$ cat config.mk
export PLATFORM = sky130hd
export DESIGN_NAME = mesh_router_node
export DESIGN_NICKNAME = d
export VERILOG_FILES = /design/src/rtl/mesh_router_pkg.sv /design/src/rtl/mr_chan_fifo.sv /design/src/rtl/mr_out_arb.sv /design/src/rtl/mesh_router_node.sv
export SDC_FILE = /design/constraint.sdc
export NUM_CORES = 2
export LEC_CHECK = 0
export BUFFER_PORTS_ARGS = -buffer_cell sky130_fd_sc_hd__buf_2
export CAP_MARGIN = 20
export CORE_MARGIN = 2
export CORE_UTILIZATION = 62
export CTS_CLUSTER_SIZE = 8
export DETAILED_ROUTE_END_ITERATION = 7
export PLACE_DENSITY = 0.81
export SYNTH_ARGS = -nofsm -noshare
export SYNTH_HDL_FRONTEND = slang
export SYNTH_SLANG_ARGS = --single-unit
$ cat constraint.sdc
create_clock -name clk -period 6.67 [get_ports clk]
set_input_delay 1.334 -clock clk [delete_from_list [all_inputs] [get_ports clk]]
set_output_delay 1.334 -clock clk [all_outputs]
set_load 0.005 [all_outputs]
$ cat src/rtl/mesh_router_pkg.sv
`timescale 1ns/1ps
package mesh_router_pkg;

  localparam int NUM_PORTS = 5;

  typedef enum logic [2:0] {
    DIR_LOCAL = 3'd0,
    DIR_NORTH = 3'd1,
    DIR_EAST  = 3'd2,
    DIR_SOUTH = 3'd3,
    DIR_WEST  = 3'd4
  } dir_e;

  // X first, then Y, then deliver locally
  function automatic logic [2:0] xy_route(input int here_x, input int here_y,
                                          input int dest_x, input int dest_y);
    if (dest_x > here_x) return 3'(DIR_EAST);
    if (dest_x < here_x) return 3'(DIR_WEST);
    if (dest_y > here_y) return 3'(DIR_NORTH);
    if (dest_y < here_y) return 3'(DIR_SOUTH);
    return 3'(DIR_LOCAL);
  endfunction

  // words carried by a packet with the given length field
  function automatic int words_of(input int len_field);
    return (len_field == 0) ? 1 : len_field;
  endfunction

  // round-robin pointer after a grant
  function automatic int rr_after(input int winner, input int n);
    return (winner + 1 >= n) ? 0 : winner + 1;
  endfunction

endpackage

$ cat src/rtl/mr_chan_fifo.sv
`timescale 1ns/1ps
module mr_chan_fifo #(
  parameter int WIDTH = 28,
  parameter int DEPTH = 16,
  localparam int AW = (DEPTH > 1) ? $clog2(DEPTH) : 1
) (
  input  logic             clk,
  input  logic             rst_n,
  input  logic             push,
  input  logic [WIDTH-1:0] wdata,
  input  logic             pop,
  output logic [WIDTH-1:0] rdata,
  output logic             full,
  output logic             empty
);

  logic [WIDTH-1:0] mem [DEPTH];
  logic [AW-1:0]    wr_ptr, rd_ptr;
  logic [AW:0]      fill;
  logic             do_push, do_pop;

  function automatic logic [AW-1:0] bump(input logic [AW-1:0] p);
    return (int'(p) == DEPTH - 1) ? '0 : p + 1'b1;
  endfunction

  assign full    = (fill == (AW+1)'(DEPTH));
  assign empty   = (fill == '0);
  assign do_push = push && !full;
  assign do_pop  = pop && !empty;
  assign rdata   = mem[rd_ptr];

  always_ff @(posedge clk or negedge rst_n) begin
    if (!rst_n) begin
      wr_ptr <= '0;
      rd_ptr <= '0;
      fill   <= '0;
    end else begin
      if (do_push) wr_ptr <= bump(wr_ptr);
      if (do_pop)  rd_ptr <= bump(rd_ptr);
      if (do_push && !do_pop)      fill <= fill + 1'b1;
      else if (do_pop && !do_push) fill <= fill - 1'b1;
    end
  end

  always_ff @(posedge clk) begin
    if (do_push) mem[wr_ptr] <= wdata;
  end

  AST_NO_OVERFLOW: assert property (@(posedge clk) disable iff (!rst_n)
    push |-> !full);
  AST_NO_UNDERFLOW: assert property (@(posedge clk) disable iff (!rst_n)
    pop |-> !empty);

endmodule

$ cat src/rtl/mr_out_arb.sv
`timescale 1ns/1ps
module mr_out_arb import mesh_router_pkg::*; #(
  parameter int N_IN    = 5,
  parameter int CTRL_W  = 12,
  parameter int LEN_W   = 4,
  parameter int LEN_LSB = 8,
  localparam int IDX_W  = $clog2(N_IN)
) (
  input  logic                   clk,
  input  logic                   rst_n,
  input  logic [N_IN-1:0]        req,
  input  logic [N_IN-1:0]        avail,
  input  logic [N_IN*CTRL_W-1:0] ctrl_all,
  input  logic                   out_full,
  output logic                   out_enq,
  output logic [N_IN-1:0]        pop,
  output logic [IDX_W-1:0]       owner,
  output logic                   locked,
  output logic [CTRL_W-1:0]      held_ctrl
);

  logic [IDX_W-1:0]  ptr;
  logic [IDX_W-1:0]  win;
  logic              found;
  logic [LEN_W:0]    remain;
  logic [CTRL_W-1:0] win_ctrl;
  logic              grant, xfer, last_xfer;

  always_comb begin
    found = 1'b0;
    win   = '0;
    for (int k = 0; k < N_IN; k++) begin
      int idx;
      idx = (int'(ptr) + k) % N_IN;
      if (!found && req[idx]) begin
        found = 1'b1;
        win   = IDX_W'(idx);
      end
    end
  end

  assign win_ctrl  = ctrl_all[int'(win)*CTRL_W +: CTRL_W];
  assign grant     = !locked && found;
  assign xfer      = locked && avail[owner] && !out_full;
  assign last_xfer = xfer && (remain == (LEN_W+1)'(1));
  assign out_enq   = xfer;

  always_comb begin
    pop = '0;
    if (xfer) pop[owner] = 1'b1;
  end

  always_ff @(posedge clk or negedge rst_n) begin
    if (!rst_n) begin
      locked    <= 1'b0;
      owner     <= '0;
      ptr       <= '0;
      remain    <= '0;
      held_ctrl <= '0;
    end else if (grant) begin
      locked    <= 1'b1;
      owner     <= win;
      ptr       <= IDX_W'(rr_after(int'(win), N_IN));
      remain    <= (LEN_W+1)'(words_of(int'(win_ctrl[LEN_LSB +: LEN_W])));
      held_ctrl <= win_ctrl;
    end else if (xfer) begin
      remain <= remain - 1'b1;
      if (last_xfer) locked <= 1'b0;
    end
  end

  AST_LOCK_HOLDS: assert property (@(posedge clk) disable iff (!rst_n)
    (locked && !last_xfer) |=> (locked && $stable(owner)));
  AST_CTRL_HELD: assert property (@(posedge clk) disable iff (!rst_n)
    (locked && !last_xfer) |=> $stable(held_ctrl));

endmodule

$ cat src/rtl/mesh_router_node.sv
`timescale 1ns/1ps
module mesh_router_node import mesh_router_pkg::*; #(
  parameter int MESH_X     = 4,
  parameter int MESH_Y     = 4,
  parameter int NODE_X     = 1,
  parameter int NODE_Y     = 1,
  parameter int DATA_W     = 16,
  parameter int LEN_W      = 4,
  parameter int FIFO_DEPTH = 16,
  localparam int COORD_W   = (MESH_X > MESH_Y) ? $clog2(MESH_X) : $clog2(MESH_Y),
  localparam int CTRL_W    = 4*COORD_W + LEN_W
) (
  input  logic                        clk,
  input  logic                        rst_n,
  input  logic [NUM_PORTS-1:0]        in_enq,
  input  logic [NUM_PORTS*DATA_W-1:0] in_data,
  input  logic [NUM_PORTS*CTRL_W-1:0] in_ctrl,
  output logic [NUM_PORTS-1:0]        in_full,
  output logic [NUM_PORTS-1:0]        out_enq,
  output logic [NUM_PORTS*DATA_W-1:0] out_data,
  output logic [NUM_PORTS*CTRL_W-1:0] out_ctrl,
  input  logic [NUM_PORTS-1:0]        out_full
);

  localparam int ENTRY_W = CTRL_W + DATA_W;
  localparam int IDX_W   = $clog2(NUM_PORTS);
  localparam int LEN_LSB = 4*COORD_W;

  logic [DATA_W-1:0]           head_data [NUM_PORTS];
  logic [CTRL_W-1:0]           head_ctrl [NUM_PORTS];
  logic [ENTRY_W-1:0]          head_entry [NUM_PORTS];
  logic [NUM_PORTS*CTRL_W-1:0] head_ctrl_flat;
  logic [2:0]                  want_dir [NUM_PORTS];
  logic [NUM_PORTS-1:0]        fifo_empty, fifo_pop, busy, locked_v;
  logic [NUM_PORTS-1:0]        req_m [NUM_PORTS];
  logic [NUM_PORTS-1:0]        pop_m [NUM_PORTS];
  logic [NUM_PORTS-1:0]        owned_by [NUM_PORTS];
  logic [IDX_W-1:0]            owner_m [NUM_PORTS];

  // input channels
  for (genvar i = 0; i < NUM_PORTS; i++) begin : g_in
    mr_chan_fifo #(.WIDTH(ENTRY_W), .DEPTH(FIFO_DEPTH)) u_fifo (
      .clk   (clk),
      .rst_n (rst_n),
      .push  (in_enq[i]),
      .wdata ({in_ctrl[i*CTRL_W +: CTRL_W], in_data[i*DATA_W +: DATA_W]}),
      .pop   (fifo_pop[i]),
      .rdata (head_entry[i]),
      .full  (in_full[i]),
      .empty (fifo_empty[i])
    );
    assign head_data[i] = head_entry[i][DATA_W-1:0];
    assign head_ctrl[i] = head_entry[i][ENTRY_W-1:DATA_W];
    assign head_ctrl_flat[i*CTRL_W +: CTRL_W] = head_ctrl[i];
    assign want_dir[i] = xy_route(NODE_X, NODE_Y,
                                  int'(head_ctrl[i][2*COORD_W +: COORD_W]),
                                  int'(head_ctrl[i][3*COORD_W +: COORD_W]));
    assign busy[i] = |owned_by[i];

    AST_SINGLE_OWNER: assert property (@(posedge clk) disable iff (!rst_n)
      $onehot0(owned_by[i]));
  end

  // binding matrix and requests
  for (genvar o = 0; o < NUM_PORTS; o++) begin : g_bind
    for (genvar i = 0; i < NUM_PORTS; i++) begin : g_pair
      assign owned_by[i][o] = locked_v[o] && (owner_m[o] == IDX_W'(i));
      assign req_m[o][i]    = !fifo_empty[i] && !busy[i] && (want_dir[i] == 3'(o));
    end
  end

  always_comb begin
    fifo_pop = '0;
    for (int o = 0; o < NUM_PORTS; o++) fifo_pop = fifo_pop | pop_m[o];
  end

  // output arbiters
  for (genvar o = 0; o < NUM_PORTS; o++) begin : g_out
    mr_out_arb #(
      .N_IN    (NUM_PORTS),
      .CTRL_W  (CTRL_W),
      .LEN_W   (LEN_W),
      .LEN_LSB (LEN_LSB)
    ) u_arb (
      .clk       (clk),
      .rst_n     (rst_n),
      .req       (req_m[o]),
      .avail     (~fifo_empty),
      .ctrl_all  (head_ctrl_flat),
      .out_full  (out_full[o]),
      .out_enq   (out_enq[o]),
      .pop       (pop_m[o]),
      .owner     (owner_m[o]),
      .locked    (locked_v[o]),
      .held_ctrl (out_ctrl[o*CTRL_W +: CTRL_W])
    );
    assign out_data[o*DATA_W +: DATA_W] = head_data[owner_m[o]];

    AST_STALL_QUIET: assert property (@(posedge clk) disable iff (!rst_n)
      out_full[o] |-> !pop_m[o][owner_m[o]]);
  end

  AST_POP_PER_WORD: assert property (@(posedge clk) disable iff (!rst_n)
    $countones(fifo_pop) == $countones(out_enq));

endmodule

==> run_results.csv <==
group,metric,value,unit
pwr,p_int,40.4,mW
grt,first_global_vias,63824,
floorplanning,fp.dieW,418,um
final_layout,multi_input_area,0.0329,mm2
clock_network,cts_root_buffer,"clkbuf_16",
synthesis,synth_area,0.106,mm2
pwr,p_sw_share,39.6,%
worst_setup_path,startpoint_type,"flip-flop",
sta,period_share,95.9,%
final_layout,design_area,0.121,mm2
detailed_routing,first_iter_violations,8558,
clock_network,clockBufferDepth,4,
clock_network,cts_tree,"yes",
sta,tightest_slew,1.14,ns
clock_network,cts_sinks,2425,
sta,drv_slew,0,
detailed_routing,firstDrtPassIters,6,
detailed_routing,vias,62960,
run,drv_cap,0,
worst_setup_path,crit_arrival,5.06,ns
synthesis,ys_seq_elements,2425,
final_layout,fill_cells,9840,
detailed_routing,drc,0,
pwr,power.density,553,mW/mm2
floorplanning,num_io_pins,302,
final_layout,drive_gt1_share,27.6,%
clock_network,h-tree-depth,5,
worst_setup_path,reg2regPathDepth,21,
final_layout,seq_area,0.0719,mm2
sta,period_minus_slack,6.40,ns
sta,fin_ws,0.274,ns
worst_setup_path,path_max_fanout,52,
floorplanning,die-area,0.175,mm2
pwr,power_frac_clock,24.1,%
grt,grt_first_pass_wirelength,455000,um
sta,relSlewSlack,23.5,%
sta,tns,0,ns
detailed_routing,viasPerCell,7.11,
detailed_routing,totalWireLength,319000,um
placed_design,dp_hpwl,187000,um
floorplanning,rows,151,
synthesis,yosys-top-cells-area,"edfxtp_1, mux4_2, dfrtp_1",
synthesis,syn_inst,5929,
clock_network,path_clk_slew,0.06,ns
synthesis,synth_most_common_cell,"edfxtp_1",
sta,rsz0062_at_grt,"false",
synthesis,synth_common_cells,"edfxtp_1, mux4_2, nand2_1",
worst_setup_path,rrSetupSlack,0.55,ns
pwr,pwr-share-seq,30.5,%
synthesis,synthArstFlopShare,7.63,%
placed_design,place_congestion,0.962,
sta,fin_hold_ws,0.351,ns
synthesis,avgSynthCellArea,17.9,um2
synthesis,synth_top_cell_area_share,63.4,%
grt,grt.total_usage,36.8,%
hold_path,hp-class,"primary input to asynchronous set/reset pin",
placed_design,post-place-ws,0.617,ns
pwr,power.total,66.9,mW
grt,grt_antenna_before_repair,47,
grt,grt_max_degree,100,
clock_network,cts_hold_buf,0,
floorplanning,floorplan.initialDensity,62.6,%
floorplanning,core,0.170,mm2
pwr,peakVddDrop,0.837,mV
worst_setup_path,reg2reg_from,"g_out[0].u_arb.ptr[1]$_DFFE_PN0P_",
final_layout,nNetsFinal,6766,
worst_setup_path,cp-end-kind,"primary output",
synthesis,synth_top_flop_cell,"edfxtp_1",
sta,hold_viol,0,
status,status,"finished clean",
worst_setup_path,critical_path_class,"flip-flop to primary output",
pwr,switchingPower,26.4,mW
synthesis,synth_cell_type_count,118,
synthesis,yosys.area.top_type,"edfxtp_1",
placed_design,port_buffers,301,
worst_setup_path,crit_required,5.34,ns
pwr,share_comb_of_total_power,45.3,%
final_layout,syn2layout_area_growth,14.0,%
detailed_routing,wl_per_cell,36.0,um
floorplanning,die_h,418,um
synthesis,synth_edf_count,2240,
pwr,p_leak,41.1,nW
detailed_routing,ant_nets,0,
sta,finClkSkew,0.0574,ns
placed_design,placed_cell_area,0.111,mm2
synthesis,ys_warn_count,0,
grt,overflow,0,
clock_network,cts_made_buffers,354,
worst_setup_path,r2r-end,"g_out[0].u_arb.remain[0]$_DFFE_PN0P_",
clock_network,insertion_delay,0.97,ns
synthesis,syn_nets,6252,
sta,setup_viol,0,
synthesis,ys_seq_area_share,67.7,%
sta,fmax,0.156,GHz
==> worst max path at each step <==
stage                     depth (start not counted)                                 start                                       to  slack [ns]
after floorplan                                  24     g_out[0].u_arb.ptr[0]$_DFFE_PN0P_     g_out[0].u_arb.remain[0]$_DFFE_PN0P_        0.96
after CTS                                         6  g_in[2].u_fifo.rd_ptr[0]$_DFFE_PN0P_                             out_data[66]        0.40
after global placement                           20     g_out[4].u_arb.ptr[0]$_DFFE_PN0P_     g_out[4].u_arb.remain[0]$_DFFE_PN0P_        0.83
after detailed placement                         21     g_out[0].u_arb.ptr[1]$_DFFE_PN0P_     g_out[0].u_arb.remain[0]$_DFFE_PN0P_        0.62
final                                             7  g_in[2].u_fifo.rd_ptr[0]$_DFFE_PN0P_                             out_data[23]        0.27
after global routing                             23     g_out[0].u_arb.ptr[1]$_DFFE_PN0P_  g_out[0].u_arb.held_ctrl[8]$_DFFE_PN0P_        0.08
==> per-layer routing <==
| layer | global-route usage (%) | up-vias | routed length (um) |
|---|---|---|---|
| li1 | - | 25128 | - |
| met1 | 46.0 | 32178 | 107000 |
| met3 | 8.34 | 927 | 33500 |
| met5 | 0 | - | 116 |
| met2 | 58.4 | 4709 | 155000 |
| met4 | 24.5 | 18 | 23400 |
==> sequential cells by signal, summed over array words and instances, names as in the netlist <==
signal                 cells
g_in.u_fifo.fill          25
g_in.u_fifo.wr_ptr        20
g_out.u_arb.remain        25
g_out.u_arb.held_ctrl     60
g_out.u_arb.ptr           15
g_out.u_arb.owner         15
g_in.u_fifo.mem         2240
g_in.u_fifo.rd_ptr        20
g_out.u_arb.locked         5
==> final cells by class <==
class,instances,share of cell area [%]
flip-flops and latches,2425,59.5
inverters,151,0.482
diodes,34,0.0703
repair buffers,483,2.48
well taps,2218,2.29
multi-input cells,3028,27.2
clock buffers,510,7.92
clock inverters,9,0.102
==> metrics by stage <==
step / util (%) / instances
floorplan: - / 5929
global placement: 65.5 / 8303
detailed placement: 65.5 / 8305
CTS: 71.3 / 8824
global route: 71.3 / 8850
finish: 71.3 / 8858
==> power by group through the flow <==
stage / registers [mW] / clock network, mW / logic (mW)
CTS: 20.4 / 16.2 / 29.6
finish: 20.4 / 16.1 / 30.3
global route: 20.6 / 16.8 / 31.7
detailed placement: 20.5 / 0 / 29.1
global placement: 20.4 / 0 / 28.5
floorplan: 19.3 / 0 / 20.0
==> timing repair <==
action,4_1_cts,5_1_grt
endpoints found under the setup margin,0,12
setup buffers,0,0
gates resized for setup,0,2
==> critical path, cell delays in order (launching register included) <==
cell	delay, ns
dfrtp_4	1.05
buf_4	0.54
mux4_2	0.57
mux4_2	0.67
mux4_2	0.51
inv_1	0.07
o21ai_0	0.36
buf_2	0.29
==> cell usage in the layout, fill, tap and decap left out, types with 17 or more instances in the layout <==
master	n
a31oi_1	22
nor2_4	60
mux2i_1	204
a22oi_1	121
nand2_1	247
o31ai_1	19
nor2_1	184
a21oi_1	127
o211ai_1	20
a22o_1	21
nand2b_1	67
nor2b_1	64
clkbuf_1	148
nand3_1	61
nor3_1	58
and3_1	18
xnor2_1	88
a211oi_1	22
inv_1	136
ha_1	162
o22ai_1	83
diode_2	34
buf_4	172
mux4_2	692
o21a_1	20
and2_1	27
mux2_2	110
edfxtp_1	2240
nor4_1	17
nor3_2	20
a21o_1	37
dfrtp_1	167
o21ai_0	143
xor2_1	17
nor3b_1	19
clkbuf_16	359
buf_2	300
==> cells by family after synthesis <==
kind of cell / Yosys count / share of synthesized area, %
compound gates: 796 / 5.21
xor+xnor: 105 / 0.866
fa+ha+maj: 172 / 2.08
buf+inv: 476 / 1.86
flops: 2425 / 67.7
mux: 1010 / 17.8
simple gates: 945 / 4.45
Power figures use the tool's default switching activity.
